**config.mk**
```make
export PLATFORM = sky130hd
export DESIGN_NAME = stk_alu
export DESIGN_NICKNAME = d
export VERILOG_FILES = /design/src/rtl/stk_alu_pkg.sv /design/src/rtl/stk_alu_bitwise.sv /design/src/rtl/stk_alu_arith.sv /design/src/rtl/stk_alu_mult.sv /design/src/rtl/stk_alu.sv
export SDC_FILE = /design/constraint.sdc
export NUM_CORES = 1
export LEC_CHECK = 0
export ABC_AREA = 0
export CAP_MARGIN = 20
export CORE_UTILIZATION = 50
export DETAILED_ROUTE_END_ITERATION = 12
export PLACE_DENSITY = 0.84
export SLEW_MARGIN = 20
export SYNTH_ARGS = -nofsm -noshare
export SYNTH_HDL_FRONTEND = slang
export SYNTH_HIERARCHICAL = 1
export SYNTH_SLANG_ARGS = --single-unit
```
**constraint.sdc**
```tcl
create_clock -name clk -period 0.8 [get_ports clk]
set_input_delay 0.2 -clock clk [delete_from_list [all_inputs] [get_ports clk]]
set_output_delay 0.2 -clock clk [all_outputs]
set_load 0.02 [all_outputs]
```
**src/rtl/stk_alu_pkg.sv**
```systemverilog
package stk_alu_pkg;

   typedef enum logic [3:0] {
      OPC_ADD = 4'd0,
      OPC_SUB = 4'd1,
      OPC_MUL = 4'd2,
      OPC_AND = 4'd3,
      OPC_OR  = 4'd4,
      OPC_XOR = 4'd5,
      OPC_NOT = 4'd6,
      OPC_SHL = 4'd7,
      OPC_SHR = 4'd8,
      OPC_INC = 4'd9,
      OPC_DEC = 4'd10
   } opc_e;

   localparam int unsigned OPC_LAST = 10;

   function automatic logic [1:0] pops_of(input logic [3:0] c);
      case (c)
         4'd0, 4'd1, 4'd2, 4'd3, 4'd4, 4'd5: pops_of = 2'd2;
         4'd6, 4'd7, 4'd8, 4'd9, 4'd10:      pops_of = 2'd1;
         default:                            pops_of = 2'd0;
      endcase
   endfunction

   function automatic logic [1:0] pushes_of(input logic [3:0] c);
      if (c == 4'd2)
         pushes_of = 2'd2;
      else if (c <= 4'(OPC_LAST))
         pushes_of = 2'd1;
      else
         pushes_of = 2'd0;
   endfunction

   function automatic logic is_bitwise(input logic [3:0] c);
      is_bitwise = (c == 4'd3) || (c == 4'd4) || (c == 4'd5) || (c == 4'd6);
   endfunction

endpackage

```
**src/rtl/stk_alu_bitwise.sv**
```systemverilog
module stk_alu_bitwise #(
   parameter int unsigned DW = 8
) (
   input  logic [3:0]    op,
   input  logic [DW-1:0] a,
   input  logic [DW-1:0] b,
   output logic [DW-1:0] res
);
   import stk_alu_pkg::*;

   always_comb begin
      case (op)
         OPC_AND: res = a & b;
         OPC_OR:  res = a | b;
         OPC_XOR: res = a ^ b;
         OPC_NOT: res = ~b;
         default: res = '0;
      endcase
   end
endmodule

```
**src/rtl/stk_alu_arith.sv**
```systemverilog
module stk_alu_arith #(
   parameter int unsigned DW = 8
) (
   input  logic [3:0]    op,
   input  logic [DW-1:0] a,
   input  logic [DW-1:0] b,
   output logic [DW-1:0] res,
   output logic          c_new,
   output logic          c_wr
);
   import stk_alu_pkg::*;

   localparam int unsigned EW = DW + 1;

   logic [EW-1:0] sum_ext;
   logic [EW-1:0] dif_ext;

   assign sum_ext = {1'b0, a} + {1'b0, b};
   assign dif_ext = {1'b0, a} - {1'b0, b};

   always_comb begin
      res   = '0;
      c_new = 1'b0;
      c_wr  = 1'b0;
      case (op)
         OPC_ADD: begin
            res   = sum_ext[DW-1:0];
            c_new = sum_ext[DW];
            c_wr  = 1'b1;
         end
         OPC_SUB: begin
            res   = dif_ext[DW-1:0];
            c_new = dif_ext[DW];
            c_wr  = 1'b1;
         end
         OPC_SHL: begin
            res   = {b[DW-2:0], 1'b0};
            c_new = b[DW-1];
            c_wr  = 1'b1;
         end
         OPC_SHR: begin
            res   = {1'b0, b[DW-1:1]};
            c_new = b[0];
            c_wr  = 1'b1;
         end
         OPC_INC: res = b + DW'(1);
         OPC_DEC: res = b - DW'(1);
         default: res = '0;
      endcase
   end
endmodule

```
**src/rtl/stk_alu_mult.sv**
```systemverilog
module stk_alu_mult #(
   parameter int unsigned DW        = 8,
   parameter int unsigned MUL_STYLE = 1
) (
   input  logic [DW-1:0]   a,
   input  logic [DW-1:0]   b,
   output logic [2*DW-1:0] prod
);
   localparam int unsigned PW = 2 * DW;

   generate
      if (MUL_STYLE == 0) begin : g_op
         assign prod = PW'(a) * PW'(b);
      end else begin : g_array
         logic [PW-1:0] pp [DW];
         for (genvar i = 0; i < DW; i++) begin : g_row
            assign pp[i] = b[i] ? (PW'(a) << i) : '0;
         end
         always_comb begin
            prod = '0;
            for (int k = 0; k < DW; k++) begin
               prod = prod + pp[k];
            end
         end
      end
   endgenerate
endmodule

```
**src/rtl/stk_alu.sv**
```systemverilog
module stk_alu #(
   parameter int unsigned DW        = 8,
   parameter int unsigned MUL_STYLE = 1
) (
   input  logic          clk,
   input  logic          rst_n,
   input  logic          op_valid,
   input  logic [3:0]    op_code,
   input  logic [DW-1:0] tos,
   input  logic [DW-1:0] nos,
   output logic          done,
   output logic [1:0]    pop_cnt,
   output logic [1:0]    push_cnt,
   output logic [DW-1:0] push_d0,
   output logic [DW-1:0] push_d1,
   output logic          carry
);
   import stk_alu_pkg::*;

   localparam int unsigned PW = 2 * DW;

   generate
      if (DW < 2 || DW > 32) begin : g_bad_dw
         $error("stk_alu: DW must lie in 2..32");
      end
      if (MUL_STYLE > 1) begin : g_bad_style
         $error("stk_alu: MUL_STYLE must be 0 or 1");
      end
   endgenerate

   logic [DW-1:0] bw_res;
   logic [DW-1:0] ar_res;
   logic          ar_c;
   logic          ar_cwr;
   logic [PW-1:0] mul_prod;

   stk_alu_bitwise #(.DW(DW)) u_bitwise (
      .op  (op_code),
      .a   (nos),
      .b   (tos),
      .res (bw_res)
   );

   stk_alu_arith #(.DW(DW)) u_arith (
      .op    (op_code),
      .a     (nos),
      .b     (tos),
      .res   (ar_res),
      .c_new (ar_c),
      .c_wr  (ar_cwr)
   );

   stk_alu_mult #(.DW(DW), .MUL_STYLE(MUL_STYLE)) u_mult (
      .a    (nos),
      .b    (tos),
      .prod (mul_prod)
   );

   logic [DW-1:0] nxt_d0;
   logic [DW-1:0] nxt_d1;

   always_comb begin
      nxt_d1 = '0;
      if (op_code == OPC_MUL) begin
         nxt_d0 = mul_prod[DW-1:0];
         nxt_d1 = mul_prod[PW-1:DW];
      end else if (is_bitwise(op_code)) begin
         nxt_d0 = bw_res;
      end else begin
         nxt_d0 = ar_res;
      end
   end

   always_ff @(posedge clk or negedge rst_n) begin
      if (!rst_n) begin
         done     <= 1'b0;
         pop_cnt  <= '0;
         push_cnt <= '0;
         push_d0  <= '0;
         push_d1  <= '0;
         carry    <= 1'b0;
      end else begin
         done <= op_valid;
         if (op_valid) begin
            pop_cnt  <= pops_of(op_code);
            push_cnt <= pushes_of(op_code);
            push_d0  <= nxt_d0;
            push_d1  <= nxt_d1;
            if (ar_cwr) carry <= ar_c;
         end else begin
            pop_cnt  <= '0;
            push_cnt <= '0;
         end
      end
   end

   // result strobe exactly one cycle after the request
   p_done_pulse_r2: assert property (@(posedge clk) disable iff (!rst_n)
      op_valid |=> done);

   // idle cycles carry no stack movement
   p_idle_quiet_r2: assert property (@(posedge clk) disable iff (!rst_n)
      !op_valid |=> (!done && pop_cnt == 2'd0 && push_cnt == 2'd0));

   // two-byte product, high byte on top
   p_mul_split_r5: assert property (@(posedge clk) disable iff (!rst_n)
      (op_valid && op_code == OPC_MUL) |=>
      (push_cnt == 2'd2 && {push_d1, push_d0} == (PW'($past(nos)) * PW'($past(tos)))));

   // bitwise operations keep the flag
   p_carry_keep_r6: assert property (@(posedge clk) disable iff (!rst_n)
      (op_valid && (op_code == OPC_AND || op_code == OPC_OR || op_code == OPC_XOR)) |=>
      $stable(carry));

   // complement, increment and decrement keep the flag
   p_carry_keep_r7: assert property (@(posedge clk) disable iff (!rst_n)
      (op_valid && (op_code == OPC_NOT || op_code == OPC_INC || op_code == OPC_DEC)) |=>
      $stable(carry));

   // unused codes move nothing and keep the flag
   p_unused_r9: assert property (@(posedge clk) disable iff (!rst_n)
      (op_valid && op_code > 4'(OPC_LAST)) |=>
      (pop_cnt == 2'd0 && push_cnt == 2'd0 && $stable(carry)));

   // single-byte results leave the second byte clear
   p_single_hi_zero_r10: assert property (@(posedge clk) disable iff (!rst_n)
      (done && push_cnt == 2'd1) |-> (push_d1 == '0));
endmodule

```
==> metrics.md <==
| Metric | Value |
|---|---|
| Source-to-sink clock delay at the later pin of the worst-skew pair | between 200 and 300 ps |
| Detailed placement HPWL | ~12000 µm |
| FF+latch count, synth | 22 |
| Maximum clock skew at final layout | 0 ps |
| Number of nets at the end of the flow | between 900 and 1000 |
| Fraction of registers with async set or reset after synthesis | 1.00 |
| Starting DRT DRC Count | ~450 |
| Required time of the critical path | roughly 970 ps |
| Number of enable flip-flop cells after synthesis | 0 |
| # clock sinks | 22 |
| Most instantiated flip-flop cell in the synthesis netlist | dfrtp_1 |
| Share of the yosys chip area belonging to registers | 0.111 |
| Critical Path AT | 4610 ps |
| Worst IR Drop VDD | around 0.0018 V |
| Critical Path Sink Type | flip-flop |
| RePlAce Congestion | 0.887 |
| Non-filler instance count after layout | 909 |
| Synth-to-layout area growth | 52.0% |
| Worst Path Buf+Inv | 5 |
| Final Critical Period | around 4400 ps |
| Type of the tightest min-delay check | primary input to flip-flop |
| Power per cell area | 1400 nW/µm² |
| Setup repair after global routing missed its margin | true |
| Drt wl/cell | 19.1 µm |
| Total track usage | 0.331 |
| Startpoint of the most critical hold path | op_valid |
| Crit path launch type | primary input |
| Number of instances on the worst hold path | 1 |
| Post-synthesis average cell area | approximately 8.4 µm² |
| Post-Place Setup Slack | -4570 ps |
| Post-route cell area | 7560 µm² |
| Cell Rows | 36 |
| Setup slack, reg-to-reg | -180 ps |
| Clock edge transition at the registers on the reported setup and hold paths | 90 ps |
| Post-synthesis cell type with the largest combined area | ha_1 |
| Number of vias per cell after detailed routing | 6.12 |
| Number of slew-limit violations in the final report | 0 |
| Cell types with the largest area share after synthesis | ha_1 17%, fa_1 14%, dfrtp_1 11% |
| Slew margin rel. | 0.677 |
| Class of the most critical setup path | primary input to flip-flop |
| Post-route clock period utilization | 5.56 |
| Top-level I/O count | 45 |
| Leakage power total | between 3 and 4 nW |
| Num CTS Buffers | 3 |
| Net Count, Synth | 716 |
| Critical-path maximum fanout | 2 |
| Placed Area | 6620 µm² |
| Number of cells traversed by the worst register-to-register path | 3 |
| Area enclosed by the die boundary | ~10000 µm² |
| Largest net degree at the start of global routing | 33 |
| H-tree depth | 1 |
| Top cells by count, synth | 68 x ha_1, 68 x inv_1, 47 x nand2_1, 36 x fa_1, 33 x and2_1 |
| Total chip power | 10.6 mW |
| Worst R2R Start | push_d1[1] |
| Remaining DRCs | 0 |
| Delay of the slowest cell on the worst path | approximately 540 ps |
| Run status | finished, violations left |
| Post-detailed-route count of antenna-violating nets | 0 |
| Die Height | 102 µm |
| Critical path's slowest cell | fa_2 |
| Fraction of layout instances using a drive strength above 1 | 0.393 |
| Slew at the pin closest to its max-slew limit | 479 ps |
| Number of buffers on the longest clock path | 2 |
| Final hold violations | 0 |
| R2R Path End | push_d1[1] |
| Total number of vias | between 5000 and 6000 |
| Core area | 9680 µm² |
| Starting density of the core | 0.513 |
| Cell class contributing the biggest share of worst-path delay | adder cells |
| Antenna violations before repair | 0 |
| Number of port buffers | 44 |
| Die Span X | around 100 µm |
| Least setup slack across all paths after layout | -3640 ps |
| Max Fclk | between 200 and 250 MHz |
| Routed Wire Length | 17400 µm |
| CTS tree | done |
| Area share of the largest cell type after synthesis | 0.171 |
| Endpoint of the worst hold-timing path | done |
| Congestion Overflow GR | 0 |
| Final count of negative-setup-slack endpoints | 40 |
| Failing checks | setup timing |
| Setup Total Neg Slack | -51210 ps |
| Wire length of the first global-routing pass | 26900 µm |
| Max-cap violations | 0 |
| Cell-by-cell trace of the critical path | dlygate4sd2_1 -> buf_4 -> and2_1 -> ha_1 -> a21oi_1 -> xor2_1 -> fa_1 -> fa_2 -> inv_2 -> fa_2 -> ha_4 -> ha_4 -> inv_2 -> fa_1 -> inv_1 -> or4b_4 -> a32oi_1 -> o2bb2ai_1 |
| Antenna diodes | 0 |
| Number of global-route vias before repair | 5766 |
| Summed instance area of the synthesized netlist | around 5000 µm² |
| Clock root buffer | clkbuf_8 |
| Instance count of the mapped netlist | around 600 |
| Placed Instances | around 880 |
| Warnings from Yosys | 6 |
| Number of search-and-repair iterations in the first detailed-routing pass | 6 |
| Unique cell type count in the Yosys netlist | 65 |
[cell families (layout without fill, tap and decap cells)]
logic type	Yosys count	count (layout)	synth area share
fa+ha+maj	104	104	0.316
mux	3	3	0.00629
compound gates	158	158	0.235
simple gates	176	176	0.195
flops	22	22	0.111
buf+inv	99	286	0.0888
xor+xnor	27	27	0.0476
[stage by stage]
step / hold WS (ps) / utilization
floorplan: -95.6 / -
global placement: 500 / 0.684
detailed placement: 504 / 0.684
CTS: 236 / 0.753
global route: 234 / 0.780
finish: 246 / 0.780
[placed cells by master, fill, tap and decap left out, drive strengths merged, types with 5 or more instances in the layout]
cell     netlist  final
nand3         10     10
xor2           8      8
nand2b         9      9
o22ai          8      8
nor2          29     29
a32oi          8      8
nand2         47     47
o21ba          8      8
a22oi          9      9
a22o           8      8
o221ai        10     10
a211o         10     10
dfrtp         22     22
o21ai         19     19
a222oi         6      6
nor3          11     11
a21oi         30     30
a21o           6      6
inv           68     68
nand3b         9      9
ha            68     68
and2          33     33
buf           20    201
o2bb2ai        8      8
nor4           6      6
or4b           8      8
fa            36     36
a221oi         5      5
xnor2         19     19
a211oi         5      5
[metal layers]
metal,GRT usage,share of wire
met3,0.0414,0.054
met5,0,0
met4,0.148,0.034
met2,0.591,0.51
met1,0.397,0.41
[worst max path at each step]
stage                 end  slack, ps  depth (start not counted)    from
6_report       push_d0[7]      -3640                         18  nos[4]
5_1_grt        push_d1[5]      -3780                         18  nos[2]
4_1_cts        push_d0[7]      -3730                         19  nos[2]
3_5_place_dp   push_d0[7]      -4570                         19  tos[1]
3_3_place_gp   push_d0[7]      -4450                         19  tos[0]
2_1_floorplan  push_d0[7]      -3680                         18  tos[1]
[sequential cells by signal, indices dropped and copies added (netlist names)]
signal / flops
carry: 1
done: 1
pop_cnt: 2
push_cnt: 2
push_d0: 8
push_d1: 8
[worst reg2reg max path: stages (launching register included)]
cell and delay, ps:
dfrtp_1 400, buf_4 140, buf_4 120, a22o_1 220
[where the power goes]
group / total [mW] / switching, mW / internal, mW / leakage, nW
logic: 8.20 / 4.10 / 4.09 / 3.27
clock network: 1.09 / 0.418 / 0.670 / 0.0357
registers: 1.31 / 0.0880 / 1.22 / 0.293
[cell type report]
class                   count  area, µm²
multi-input cells         468       4470
fillers                   600       2130
repair buffers            212       2020
flip-flops and latches     22        551
inverters                  70        277
well taps                 133        166
clock buffers               3       41.3
clock inverters             1       30.0
[repair_timing]
action                                  4_1_cts  5_1_grt
gates resized for setup                     283       49
buffers inserted                             11       14
cloned                                        5        0
endpoints found under the setup margin       43       40
pin swaps                                    59       40
hold buffers                                  0        0
Note: power is estimated with default switching activity, not from simulation.
